===== src/rtl/i2cev_pkg.sv =====
package i2cev_pkg;
    localparam int AW = 3;
    localparam logic [AW-1:0] ADR_STAT1 = 3'd0;
    localparam logic [AW-1:0] ADR_STAT2 = 3'd1;
    localparam logic [AW-1:0] ADR_RXD   = 3'd2;
    localparam logic [AW-1:0] ADR_TXD   = 3'd3;
    localparam logic [AW-1:0] ADR_CTRL  = 3'd4;

    localparam int S1_START = 0;
    localparam int S1_ADDR  = 1;
    localparam int S1_BTF   = 2;
    localparam int S1_H10   = 3;
    localparam int S1_MACK  = 4;
    localparam int S1_ANY   = 7;
    localparam int S2_AF    = 0;
    localparam int S2_STOP  = 1;
    localparam int CTL_IE   = 0;
    localparam int CTL_REL  = 1;

    typedef enum logic {ARM_IDLE, ARM_SR1} arm_e;
    typedef enum logic [1:0] {REL_IDLE, REL_HIGH, REL_SUPP} rel_e;
endpackage


===== src/rtl/i2cev_arm_seq.sv =====
module i2cev_arm_seq
    import i2cev_pkg::*;
(
    input  logic          clk,
    input  logic          rst_n,
    input  logic          bus_sel,
    input  logic          bus_wr,
    input  logic [AW-1:0] bus_addr,
    output logic          rd_stat1,
    output logic          rd_stat2,
    output logic          seq_rx,
    output logic          seq_tx,
    output logic          seq_ctl
);
    arm_e st_q, st_d;
    logic rd_acc, wr_acc, armed;

    always_ff @(posedge clk or negedge rst_n) begin
        if (!rst_n) st_q <= ARM_IDLE;
        else        st_q <= st_d;
    end

    always_comb begin
        st_d = st_q;
        unique case (st_q)
            ARM_IDLE: if (rd_stat1) st_d = ARM_SR1;
            ARM_SR1:  if (bus_sel)  st_d = rd_stat1 ? ARM_SR1 : ARM_IDLE;
            default:  st_d = ARM_IDLE;
        endcase
    end

    always_comb begin
        rd_acc   = bus_sel && !bus_wr;
        wr_acc   = bus_sel && bus_wr;
        armed    = (st_q == ARM_SR1);
        rd_stat1 = rd_acc && (bus_addr == ADR_STAT1);
        rd_stat2 = rd_acc && (bus_addr == ADR_STAT2);
        seq_rx   = armed && rd_acc && (bus_addr == ADR_RXD);
        seq_tx   = armed && wr_acc && (bus_addr == ADR_TXD);
        seq_ctl  = armed && wr_acc && (bus_addr == ADR_CTRL);
    end

    AST_ARM_ON_STAT1: assert property (@(posedge clk) disable iff (!rst_n)
        rd_stat1 |=> st_q == ARM_SR1);
    AST_DISARM_OTHER: assert property (@(posedge clk) disable iff (!rst_n)
        (bus_sel && !rd_stat1) |=> st_q == ARM_IDLE);
endmodule


===== src/rtl/i2cev_release_fsm.sv =====
module i2cev_release_fsm
    import i2cev_pkg::*;
(
    input  logic clk,
    input  logic rst_n,
    input  logic ctl_wr,
    input  logic rel_bit,
    input  logic f_af,
    input  logic f_btf,
    input  logic scl_low,
    input  logic ev_stop_det,
    output logic rel_clr_btf,
    output logic suppress_stop
);
    rel_e st_q, st_d;

    always_ff @(posedge clk or negedge rst_n) begin
        if (!rst_n) st_q <= REL_IDLE;
        else        st_q <= st_d;
    end

    always_comb begin
        st_d = st_q;
        unique case (st_q)
            REL_IDLE: if (ctl_wr && rel_bit && f_af && f_btf && scl_low) st_d = REL_HIGH;
            REL_HIGH: if (ctl_wr && !rel_bit) st_d = REL_SUPP;
            REL_SUPP: if (ev_stop_det) st_d = REL_IDLE;
            default:  st_d = REL_IDLE;
        endcase
    end

    always_comb begin
        rel_clr_btf   = (st_q == REL_HIGH) && ctl_wr && !rel_bit;
        suppress_stop = (st_q == REL_SUPP);
    end

    AST_SUPP_ENDS_ON_STOP: assert property (@(posedge clk) disable iff (!rst_n)
        (suppress_stop && ev_stop_det) |=> !suppress_stop);
endmodule


===== src/rtl/i2cev_flags.sv =====
module i2cev_flags (
    input  logic clk,
    input  logic rst_n,
    input  logic ev_start_sent,
    input  logic ev_addr_match,
    input  logic ev_byte_done,
    input  logic ev_hdr10_sent,
    input  logic ev_maddr_ack,
    input  logic ev_ack_fail,
    input  logic ev_stop_det,
    input  logic xfer_tx,
    input  logic rd_stat1,
    input  logic rd_stat2,
    input  logic seq_rx,
    input  logic seq_tx,
    input  logic seq_ctl,
    input  logic rel_clr_btf,
    input  logic suppress_stop,
    output logic f_start,
    output logic f_addr,
    output logic f_btf,
    output logic f_h10,
    output logic f_mack,
    output logic f_af,
    output logic f_stop
);
    logic clr_btf, set_stop;

    always_comb begin
        clr_btf  = (seq_rx && !xfer_tx) || (seq_tx && xfer_tx) || rel_clr_btf;
        set_stop = ev_stop_det && !suppress_stop;
    end

    // set has priority over clear on every flag
    always_ff @(posedge clk or negedge rst_n) begin
        if (!rst_n) begin
            f_start <= 1'b0;
            f_addr  <= 1'b0;
            f_btf   <= 1'b0;
            f_h10   <= 1'b0;
            f_mack  <= 1'b0;
            f_af    <= 1'b0;
            f_stop  <= 1'b0;
        end else begin
            f_start <= ev_start_sent || (f_start && !seq_tx);
            f_addr  <= ev_addr_match || (f_addr  && !rd_stat1);
            f_btf   <= ev_byte_done  || (f_btf   && !clr_btf);
            f_h10   <= ev_hdr10_sent || (f_h10   && !seq_tx);
            f_mack  <= ev_maddr_ack  || (f_mack  && !seq_ctl);
            f_af    <= ev_ack_fail   || (f_af    && !rd_stat2);
            f_stop  <= set_stop      || (f_stop  && !rd_stat2);
        end
    end

    AST_ADDR_CLR_ON_READ: assert property (@(posedge clk) disable iff (!rst_n)
        (rd_stat1 && !ev_addr_match) |=> !f_addr);
    AST_SR2_CLEARS_AF: assert property (@(posedge clk) disable iff (!rst_n)
        (rd_stat2 && !ev_ack_fail) |=> !f_af);
    AST_SET_WINS: assert property (@(posedge clk) disable iff (!rst_n)
        ev_start_sent |=> f_start);
    AST_RELEASE_CLR_BTF: assert property (@(posedge clk) disable iff (!rst_n)
        (rel_clr_btf && !ev_byte_done) |=> !f_btf);
    AST_STOP_SWALLOW: assert property (@(posedge clk) disable iff (!rst_n)
        (suppress_stop && ev_stop_det && !f_stop) |=> !f_stop);
endmodule


===== src/rtl/i2cev_ctrl.sv =====
module i2cev_ctrl
    import i2cev_pkg::*;
#(
    parameter int DW = 8
) (
    input  logic          clk,
    input  logic          rst_n,
    input  logic          bus_sel,
    input  logic          bus_wr,
    input  logic [AW-1:0] bus_addr,
    input  logic [DW-1:0] bus_wdata,
    output logic [DW-1:0] bus_rdata,
    input  logic          ev_start_sent,
    input  logic          ev_addr_match,
    input  logic          ev_byte_done,
    input  logic          ev_hdr10_sent,
    input  logic          ev_maddr_ack,
    input  logic          ev_ack_fail,
    input  logic          ev_stop_det,
    input  logic          xfer_tx,
    input  logic          scl_low,
    input  logic [DW-1:0] rx_byte,
    output logic [DW-1:0] tx_data,
    output logic          line_release,
    output logic          evf,
    output logic          irq
);
    logic rd_stat1, rd_stat2, seq_rx, seq_tx, seq_ctl;
    logic rel_clr_btf, suppress_stop, ctl_wr, txd_wr;
    logic f_start, f_addr, f_btf, f_h10, f_mack, f_af, f_stop;
    logic [DW-1:0] ctrl_q, rxd_q, txd_q, stat1, stat2;

    i2cev_arm_seq u_arm (
        .clk(clk), .rst_n(rst_n), .bus_sel(bus_sel), .bus_wr(bus_wr),
        .bus_addr(bus_addr), .rd_stat1(rd_stat1), .rd_stat2(rd_stat2),
        .seq_rx(seq_rx), .seq_tx(seq_tx), .seq_ctl(seq_ctl)
    );

    i2cev_release_fsm u_rel (
        .clk(clk), .rst_n(rst_n), .ctl_wr(ctl_wr), .rel_bit(bus_wdata[CTL_REL]),
        .f_af(f_af), .f_btf(f_btf), .scl_low(scl_low), .ev_stop_det(ev_stop_det),
        .rel_clr_btf(rel_clr_btf), .suppress_stop(suppress_stop)
    );

    i2cev_flags u_flags (
        .clk(clk), .rst_n(rst_n),
        .ev_start_sent(ev_start_sent), .ev_addr_match(ev_addr_match),
        .ev_byte_done(ev_byte_done), .ev_hdr10_sent(ev_hdr10_sent),
        .ev_maddr_ack(ev_maddr_ack), .ev_ack_fail(ev_ack_fail),
        .ev_stop_det(ev_stop_det), .xfer_tx(xfer_tx),
        .rd_stat1(rd_stat1), .rd_stat2(rd_stat2), .seq_rx(seq_rx),
        .seq_tx(seq_tx), .seq_ctl(seq_ctl), .rel_clr_btf(rel_clr_btf),
        .suppress_stop(suppress_stop),
        .f_start(f_start), .f_addr(f_addr), .f_btf(f_btf), .f_h10(f_h10),
        .f_mack(f_mack), .f_af(f_af), .f_stop(f_stop)
    );

    always_comb begin
        ctl_wr = bus_sel && bus_wr && (bus_addr == ADR_CTRL);
        txd_wr = bus_sel && bus_wr && (bus_addr == ADR_TXD);
    end

    always_ff @(posedge clk or negedge rst_n) begin
        if (!rst_n) begin
            ctrl_q <= '0;
            txd_q  <= '0;
            rxd_q  <= '0;
        end else begin
            if (ctl_wr) ctrl_q <= bus_wdata;
            if (txd_wr) txd_q  <= bus_wdata;
            if (ev_byte_done && !xfer_tx) rxd_q <= rx_byte;
        end
    end

    always_comb begin
        evf   = f_start | f_addr | f_btf | f_h10 | f_mack | f_af | f_stop;
        stat1 = '0;
        stat1[S1_START] = f_start;
        stat1[S1_ADDR]  = f_addr;
        stat1[S1_BTF]   = f_btf;
        stat1[S1_H10]   = f_h10;
        stat1[S1_MACK]  = f_mack;
        stat1[S1_ANY]   = evf;
        stat2 = '0;
        stat2[S2_AF]    = f_af;
        stat2[S2_STOP]  = f_stop;
        bus_rdata = '0;
        if (bus_sel && !bus_wr) begin
            case (bus_addr)
                ADR_STAT1: bus_rdata = stat1;
                ADR_STAT2: bus_rdata = stat2;
                ADR_RXD:   bus_rdata = rxd_q;
                ADR_TXD:   bus_rdata = txd_q;
                ADR_CTRL:  bus_rdata = ctrl_q;
                default:   bus_rdata = '0;
            endcase
        end
        irq          = evf && ctrl_q[CTL_IE];
        line_release = ctrl_q[CTL_REL];
        tx_data      = txd_q;
    end

    AST_IRQ_OFF_AFTER_DISABLE: assert property (@(posedge clk) disable iff (!rst_n)
        (ctl_wr && !bus_wdata[CTL_IE]) |=> !irq);
    AST_TX_HOLDS: assert property (@(posedge clk) disable iff (!rst_n)
        !txd_wr |=> $stable(tx_data));
endmodule


===== config.mk =====
export PLATFORM = sky130hd
export DESIGN_NAME = i2cev_ctrl
export DESIGN_NICKNAME = d
export VERILOG_FILES = /design/src/rtl/i2cev_pkg.sv /design/src/rtl/i2cev_arm_seq.sv /design/src/rtl/i2cev_release_fsm.sv /design/src/rtl/i2cev_flags.sv /design/src/rtl/i2cev_ctrl.sv
export SDC_FILE = /design/constraint.sdc
export NUM_CORES = 1
export LEC_CHECK = 0
export CAP_MARGIN = 40
export CORE_UTILIZATION = 50
export DETAILED_ROUTE_END_ITERATION = 7
export PLACE_DENSITY_LB_ADDON = 0.2
export REMOVE_ABC_BUFFERS = 1
export SYNTH_ARGS = -nofsm -noshare
export SYNTH_HDL_FRONTEND = slang
export SYNTH_SLANG_ARGS = --single-unit

===== constraint.sdc =====
create_clock -name clk -period 2.95 [get_ports clk]
set_clock_uncertainty 0.2 [all_clocks]
set_input_delay 0.295 -clock clk [delete_from_list [all_inputs] [get_ports clk]]
set_output_delay 0.295 -clock clk [all_outputs]
set_load 0.05 [all_outputs]

# Yosys cells after proc, flatten, opt, wreduce, memory -nomap -nowiden
# Index checks and enable logic that the tools add are counted.
[totals]
ff_bits = 34
in_bits = 32
wordCells = 88
[op_classes]
bitwise_logic = 7
mux = 9
n_reduce_logical = 51
eq_ne = 9
[op_table]
columns = ["cell", "count"]
rows = [
  ["8-bit case mux with 5 select lines", 1],
  ["1-bit logical AND", 30],
  ["1-bit logical NOT", 9],
  ["1-bit logical OR", 9],
  ["8-bit 2-to-1 mux", 1],
  ["3-bit by 2-bit equality test with 1-bit output, second input constant", 2],
  ["2-bit 2-to-1 mux", 3],
  ["1-bit bitwise OR", 6],
  ["2-bit case mux with 3 select lines", 1],
  ["2-bit by 1-bit inequality test with 1-bit output, second input constant", 2],
  ["3-bit by 1-bit equality test with 1-bit output, second input constant", 1],
  ["3-bit equality test, second input constant", 1],
  ["3-bit logical NOT", 1],
  ["3-bit AND reduction", 1],
  ["2-bit by 1-bit equality test with 1-bit output, second input constant", 1],
  ["2-bit equality test, second input constant", 1],
  ["2-bit logical NOT", 1],
  ["1-bit 2-to-1 mux", 2],
  ["2-bit inequality test, second input constant", 1],
  ["1-bit case mux with 2 select lines", 1],
  ["1-bit inverter", 1],
]

# Depth between registers and ports, before layout
[depth]
word_depth = 10
ltp_mapped = 6

# Modules after synthesis
# A second synthesis with hierarchy kept.
[unflattened]
hier_cells = 143
area_unflattened_um2 = 1747.9
[modules_own_cells]
columns = ["mod", "cells_each", "instances", "area_per_inst_um2"]
rows = [
  ["i2cev_ctrl", 100, 1, 1276.2],
  ["i2cev_flags", 21, 1, 262.8],
  ["i2cev_arm_seq", 13, 1, 107.6],
  ["i2cev_release_fsm", 9, 1, 101.3],
]

# Worst setup path after synthesis
# OpenSTA, ideal clock, no wires.
[synth_path]
kind = "input -> output"
start = "in bus_addr[2]"
end = "out bus_rdata[2]"
setup_slack_ps = 703
required_time_ps = 2455
n_path_buf = 1
arrival_time_ps = 1752
path_stages = 4
path_cell_list = "clkbuf_1 nor3b_1 a22oi_1 a21oi_1"
[synth_between]
elab_chain_len = 3
elab_cells_between_ends = 7
cone_classes = "4 x eq/ne; 2 x mux; 1 x reduce/logical"
[synth_lines]
columns = ["item", "line_no", "text"]
rows = [
  ["from (decl)", "i2cev_ctrl.sv:10", "input logic [AW-1:0] bus_addr,"],
  ["3-bit equality test (tied with other cells)", "i2cev_ctrl.sv:89", "case (bus_addr)"],
  ["8-bit case mux with 5 select lines *", "i2cev_ctrl.sv:89", ""],
  ["8-bit 2-to-1 mux *", "i2cev_ctrl.sv:88", "if (bus_sel && !bus_wr) begin"],
  ["to (decl)", "i2cev_ctrl.sv:12", "output logic [DW-1:0] bus_rdata,"],
]
# Every way passes the cells marked *; elsewhere a longest branch is shown, timed or not.

# Worst setup path in the final report
[layout_path]
start = "in bus_addr[0]"
end = "out bus_rdata[4]"
# Same word-level chain as after synthesis.

==> impl_metrics.sql <==
INSERT INTO impl_metrics (metric_group, metric, value, unit) VALUES
('global_routing', 'global_route.usage.total', '25.74', '%'),
('synthesis', 'synth_top_family_by_area', 'multiplexers', ''),
('floorplan', 'start_util', '54.76', '%'),
('sta', 'post_route_setup_tns', '0', 'ps'),
('detailed_routing', 'detailroute.via_count', '1358', ''),
('floorplan', 'die_area', '3692', 'µm²'),
('clocking', 'cts_inserted_buffers', '5', ''),
('hold_path', 'worst_hold_path_type', 'in -> async', ''),
('global_routing', 'grt_pass1_vias', '1395', ''),
('synthesis', 'yosysMostFrequentCell', 'sky130_fd_sc_hd__dfrtp_1', ''),
('synthesis', 'synth.distinct_cells', '38', ''),
('finish', 'final_nets', '227', ''),
('clocking', 'worstSkewPairLatency', '340', 'ps'),
('synthesis', 'syn_avg_cell_area', '12.33', 'µm²'),
('sta', 'finalCritPeriodShare', '91.00', '%'),
('placement', 'dpl_cell_area', '2352', 'µm²'),
('synthesis', 'ys.flop_type', 'sky130_fd_sc_hd__dfrtp_1', ''),
('clocking', 'post_cts_resize_count', '0', ''),
('synthesis', 'synth_edf_count', '0', ''),
('worst_setup_path', 'timing.critical_path.arrival', '2190', 'ps'),
('synthesis', 'netlist_instances', '140', ''),
('synthesis', 'synth_top_area_share', '49.28', '%'),
('detailed_routing', 'wl_per_cell', '17.66', 'µm'),
('sta', 'report.final.setup_viol', '0', ''),
('run_status', 'run_status', 'finished, final reports clean', ''),
('power_and_ir_drop', 'worst_vdd_ir', '0.3290', 'mV'),
('floorplan', 'die_h', '60.77', 'µm'),
('detailed_routing', 'route.antenna.remaining_nets', '0', ''),
('floorplan', 'floorplan.core_area', '3153', 'µm²'),
('placement', 'port_buffers', '50', ''),
('synthesis', 'syn-cell-area', '1727', 'µm²'),
('sta', 'final.min_clock_period', '2684', 'ps'),
('clocking', 'ctsHtreeMaxLevel', '2', ''),
('synthesis', 'synthXorXnorAreaFrac', '0', '%'),
('finish', 'share_of_cells_above_drive_strength_1', '28.57', '%'),
('worst_setup_path', 'setup.worst_path.start_class', 'primary input', ''),
('clocking', 'clock_tree.buffer_depth', '2', ''),
('clocking', 'cts_hold_buf', '0', ''),
('synthesis', 'yosysTopAreaCell', 'sky130_fd_sc_hd__dfrtp_1', ''),
('global_routing', 'antenna_found_initial', '0', ''),
('worst_setup_path', 'cp_data_required_time', '2460', 'ps'),
('synthesis', 'yosys_warns', '0', ''),
('synthesis', 'async_flop_share', '100.0', '%'),
('worst_setup_path', 'crit_path_max_fanout', '13', ''),
('detailed_routing', 'first_pass_iters', '4', ''),
('sta', 'worst_slew_margin_rel', '62.78', '%'),
('global_routing', 'grt_first_pass_wirelength', '6693', 'µm'),
('finish', 'nFillCells', '228', ''),
('detailed_routing', 'drt_drc_violations_left', '0', ''),
('detailed_routing', 'drt-total-wl', '4238', 'µm'),
('run', 'max_cap_violations', '0', ''),
('clocking', 'sink_count_of_the_clock_tree', '34', ''),
('worst_setup_path', 'timing.setup.critical_path_class', 'in -> out', ''),
('sta', 'timing_worst_slew_pin_value', '554.0', 'ps'),
('synthesis', 'ys_ff_latch', '34', ''),
('synthesis', 'netlist_top_cells_count', 'sky130_fd_sc_hd__dfrtp_1 (34), sky130_fd_sc_hd__mux2_2 (21), sky130_fd_sc_hd__a22oi_1 (8), sky130_fd_sc_hd__mux2_4 (8), sky130_fd_sc_hd__a21oi_1 (7)', ''),
('global_routing', 'grt_start_max_net_pins', '35', ''),
('finish', 'final_instance_area', '2412', 'µm²'),
('detailed_routing', 'vias_per_cell', '5.658', ''),
('sta', 'timing.fmax', '372.5', 'MHz'),
('sta', 'timing_hold_violations_final', '0', ''),
('clocking', 'post-cts-setup-buffers', '0', ''),
('floorplan', 'design.portCount', '51', ''),
('clocking', 'clk_transition_reported_paths', '100', 'ps'),
('clocking', 'root_buffer', 'sky130_fd_sc_hd__clkbuf_4', ''),
('sta', 'rsz0062_at_grt', 'false', ''),
('synthesis', 'synth-compound-area-share', '12.97', '%'),
('power_and_ir_drop', 'power.density_cell_area', '531.8', 'nW/µm²'),
('global_routing', 'gr-total-overflow', '0', ''),
('worst_setup_path', 'endpoint_kind', 'primary output', ''),
('finish', 'area_growth_syn_to_layout', '39.71', '%');
-- path summary, 6_finish.rpt --
| check | startpoint | endpoint | slack [ps] | depth (start not counted) |
|---|---|---|---|---|
| max | bus_addr[0] | bus_rdata[4] | 270 | 5 |
| min | rst_n | ctrl_q[2]$_DFFE_PN0N_ | 140 | 2 |
| max reg2reg | u_rel.st_q[1]$_DFFE_PN0P_ | u_flags.f_btf$_DFF_PN0_ | 1650 | 3 |
| min reg2reg | u_rel.st_q[1]$_DFFE_PN0P_ | u_rel.st_q[0]$_DFFE_PN0P_ | 270 | 1 |
| max in group asynchronous | rst_n | ctrl_q[7]$_DFFE_PN0N_ | 2090 | 2 |
| min in group clk | u_rel.st_q[1]$_DFFE_PN0P_ | u_rel.st_q[0]$_DFFE_PN0P_ | 270 | 1 |
-- cell families after synthesis --
| group | after synthesis |
|---|---|
| AOI/OAI and AO/OA | 32 |
| buffers and inverters | 11 |
| DFF | 34 |
| muxes | 29 |
| and+or+nand+nor | 34 |
-- worst max-delay path, cell delays in order --
cell and delay (ps):
sky130_fd_sc_hd__clkdlybuf4s50_1 660, sky130_fd_sc_hd__nor3_1 590, sky130_fd_sc_hd__a22oi_1 150, sky130_fd_sc_hd__a21oi_1 310, sky130_fd_sc_hd__buf_12 180
-- where the power goes --
part           internal [µW]  switching, µW  total (µW)  leakage (µW)
clock network            115            155         270     0.0000353
registers                539           51.8         591      0.000392
logic                    206            216         422      0.000518
total                    860            423        1280      0.000945
-- through the flow --
| stage | util [%] | power (µW) | hold WS [ps] | setup WS (ps) | instances |
|---|---|---|---|---|---|
| after floorplan | - | 841.1 | -200.6 | 743.9 | 131 |
| after global placement | 74.60 | 1008 | 240.8 | 381.3 | 232 |
| after detailed placement | 74.60 | 1021 | 257.6 | 270.7 | 232 |
| after CTS | 76.51 | 1289 | 162.1 | 289.8 | 240 |
| after global routing | 76.51 | 1340 | 190.8 | 117.5 | 240 |
| final | 76.51 | 1283 | 144.9 | 265.5 | 240 |
-- layout make-up --
class                      instances  area, µm²  share of cell area (%)
inverter                           2      7.507                  0.3112
timing repair buffer              57      633.1                   26.24
clock inverter                     1      5.005                  0.2075
multi-input combinational         95      805.8                   33.40
sequential                        34      850.8                   35.27
clock buffer                       7      55.05                   2.282
tap                               44      55.05                   2.282
-- per-layer routing --
layer  part of all wire [%]  global-route usage (%)
met4                    1.1                   7.143
met3                    6.6                   10.02
met5                      0                       0
met2                     51                   42.86
met1                     41                   31.17
-- placed cells by master, fill, tap and decap left out, types with 2 or more instances in the layout --
cell | netlist | layout
sky130_fd_sc_hd__clkdlybuf4s50_1 | 0 | 42
sky130_fd_sc_hd__nor4b_1 | 2 | 2
sky130_fd_sc_hd__and2_1 | 2 | 2
sky130_fd_sc_hd__nand3_1 | 3 | 3
sky130_fd_sc_hd__a22oi_1 | 8 | 8
sky130_fd_sc_hd__a21o_1 | 6 | 6
sky130_fd_sc_hd__mux2_2 | 21 | 21
sky130_fd_sc_hd__a21oi_1 | 7 | 7
sky130_fd_sc_hd__nor3b_1 | 3 | 3
sky130_fd_sc_hd__nor2_1 | 2 | 2
sky130_fd_sc_hd__nand2_1 | 4 | 4
sky130_fd_sc_hd__dfrtp_1 | 34 | 34
sky130_fd_sc_hd__o21ai_0 | 3 | 3
sky130_fd_sc_hd__nand3b_1 | 4 | 4
sky130_fd_sc_hd__clkbuf_4 | 0 | 5
sky130_fd_sc_hd__nor3_1 | 2 | 2
sky130_fd_sc_hd__buf_4 | 1 | 7
sky130_fd_sc_hd__mux2_4 | 8 | 8
sky130_fd_sc_hd__nor2b_1 | 3 | 3
sky130_fd_sc_hd__inv_1 | 2 | 2
sky130_fd_sc_hd__buf_12 | 0 | 8
-- flip-flops by register name, summed over array words and instances (netlist names), 2 cells and up --
register,count
ctrl_q,8
rxd_q,8
tx_data,8
u_rel.st_q,2
Power figures use the tool's default switching activity.
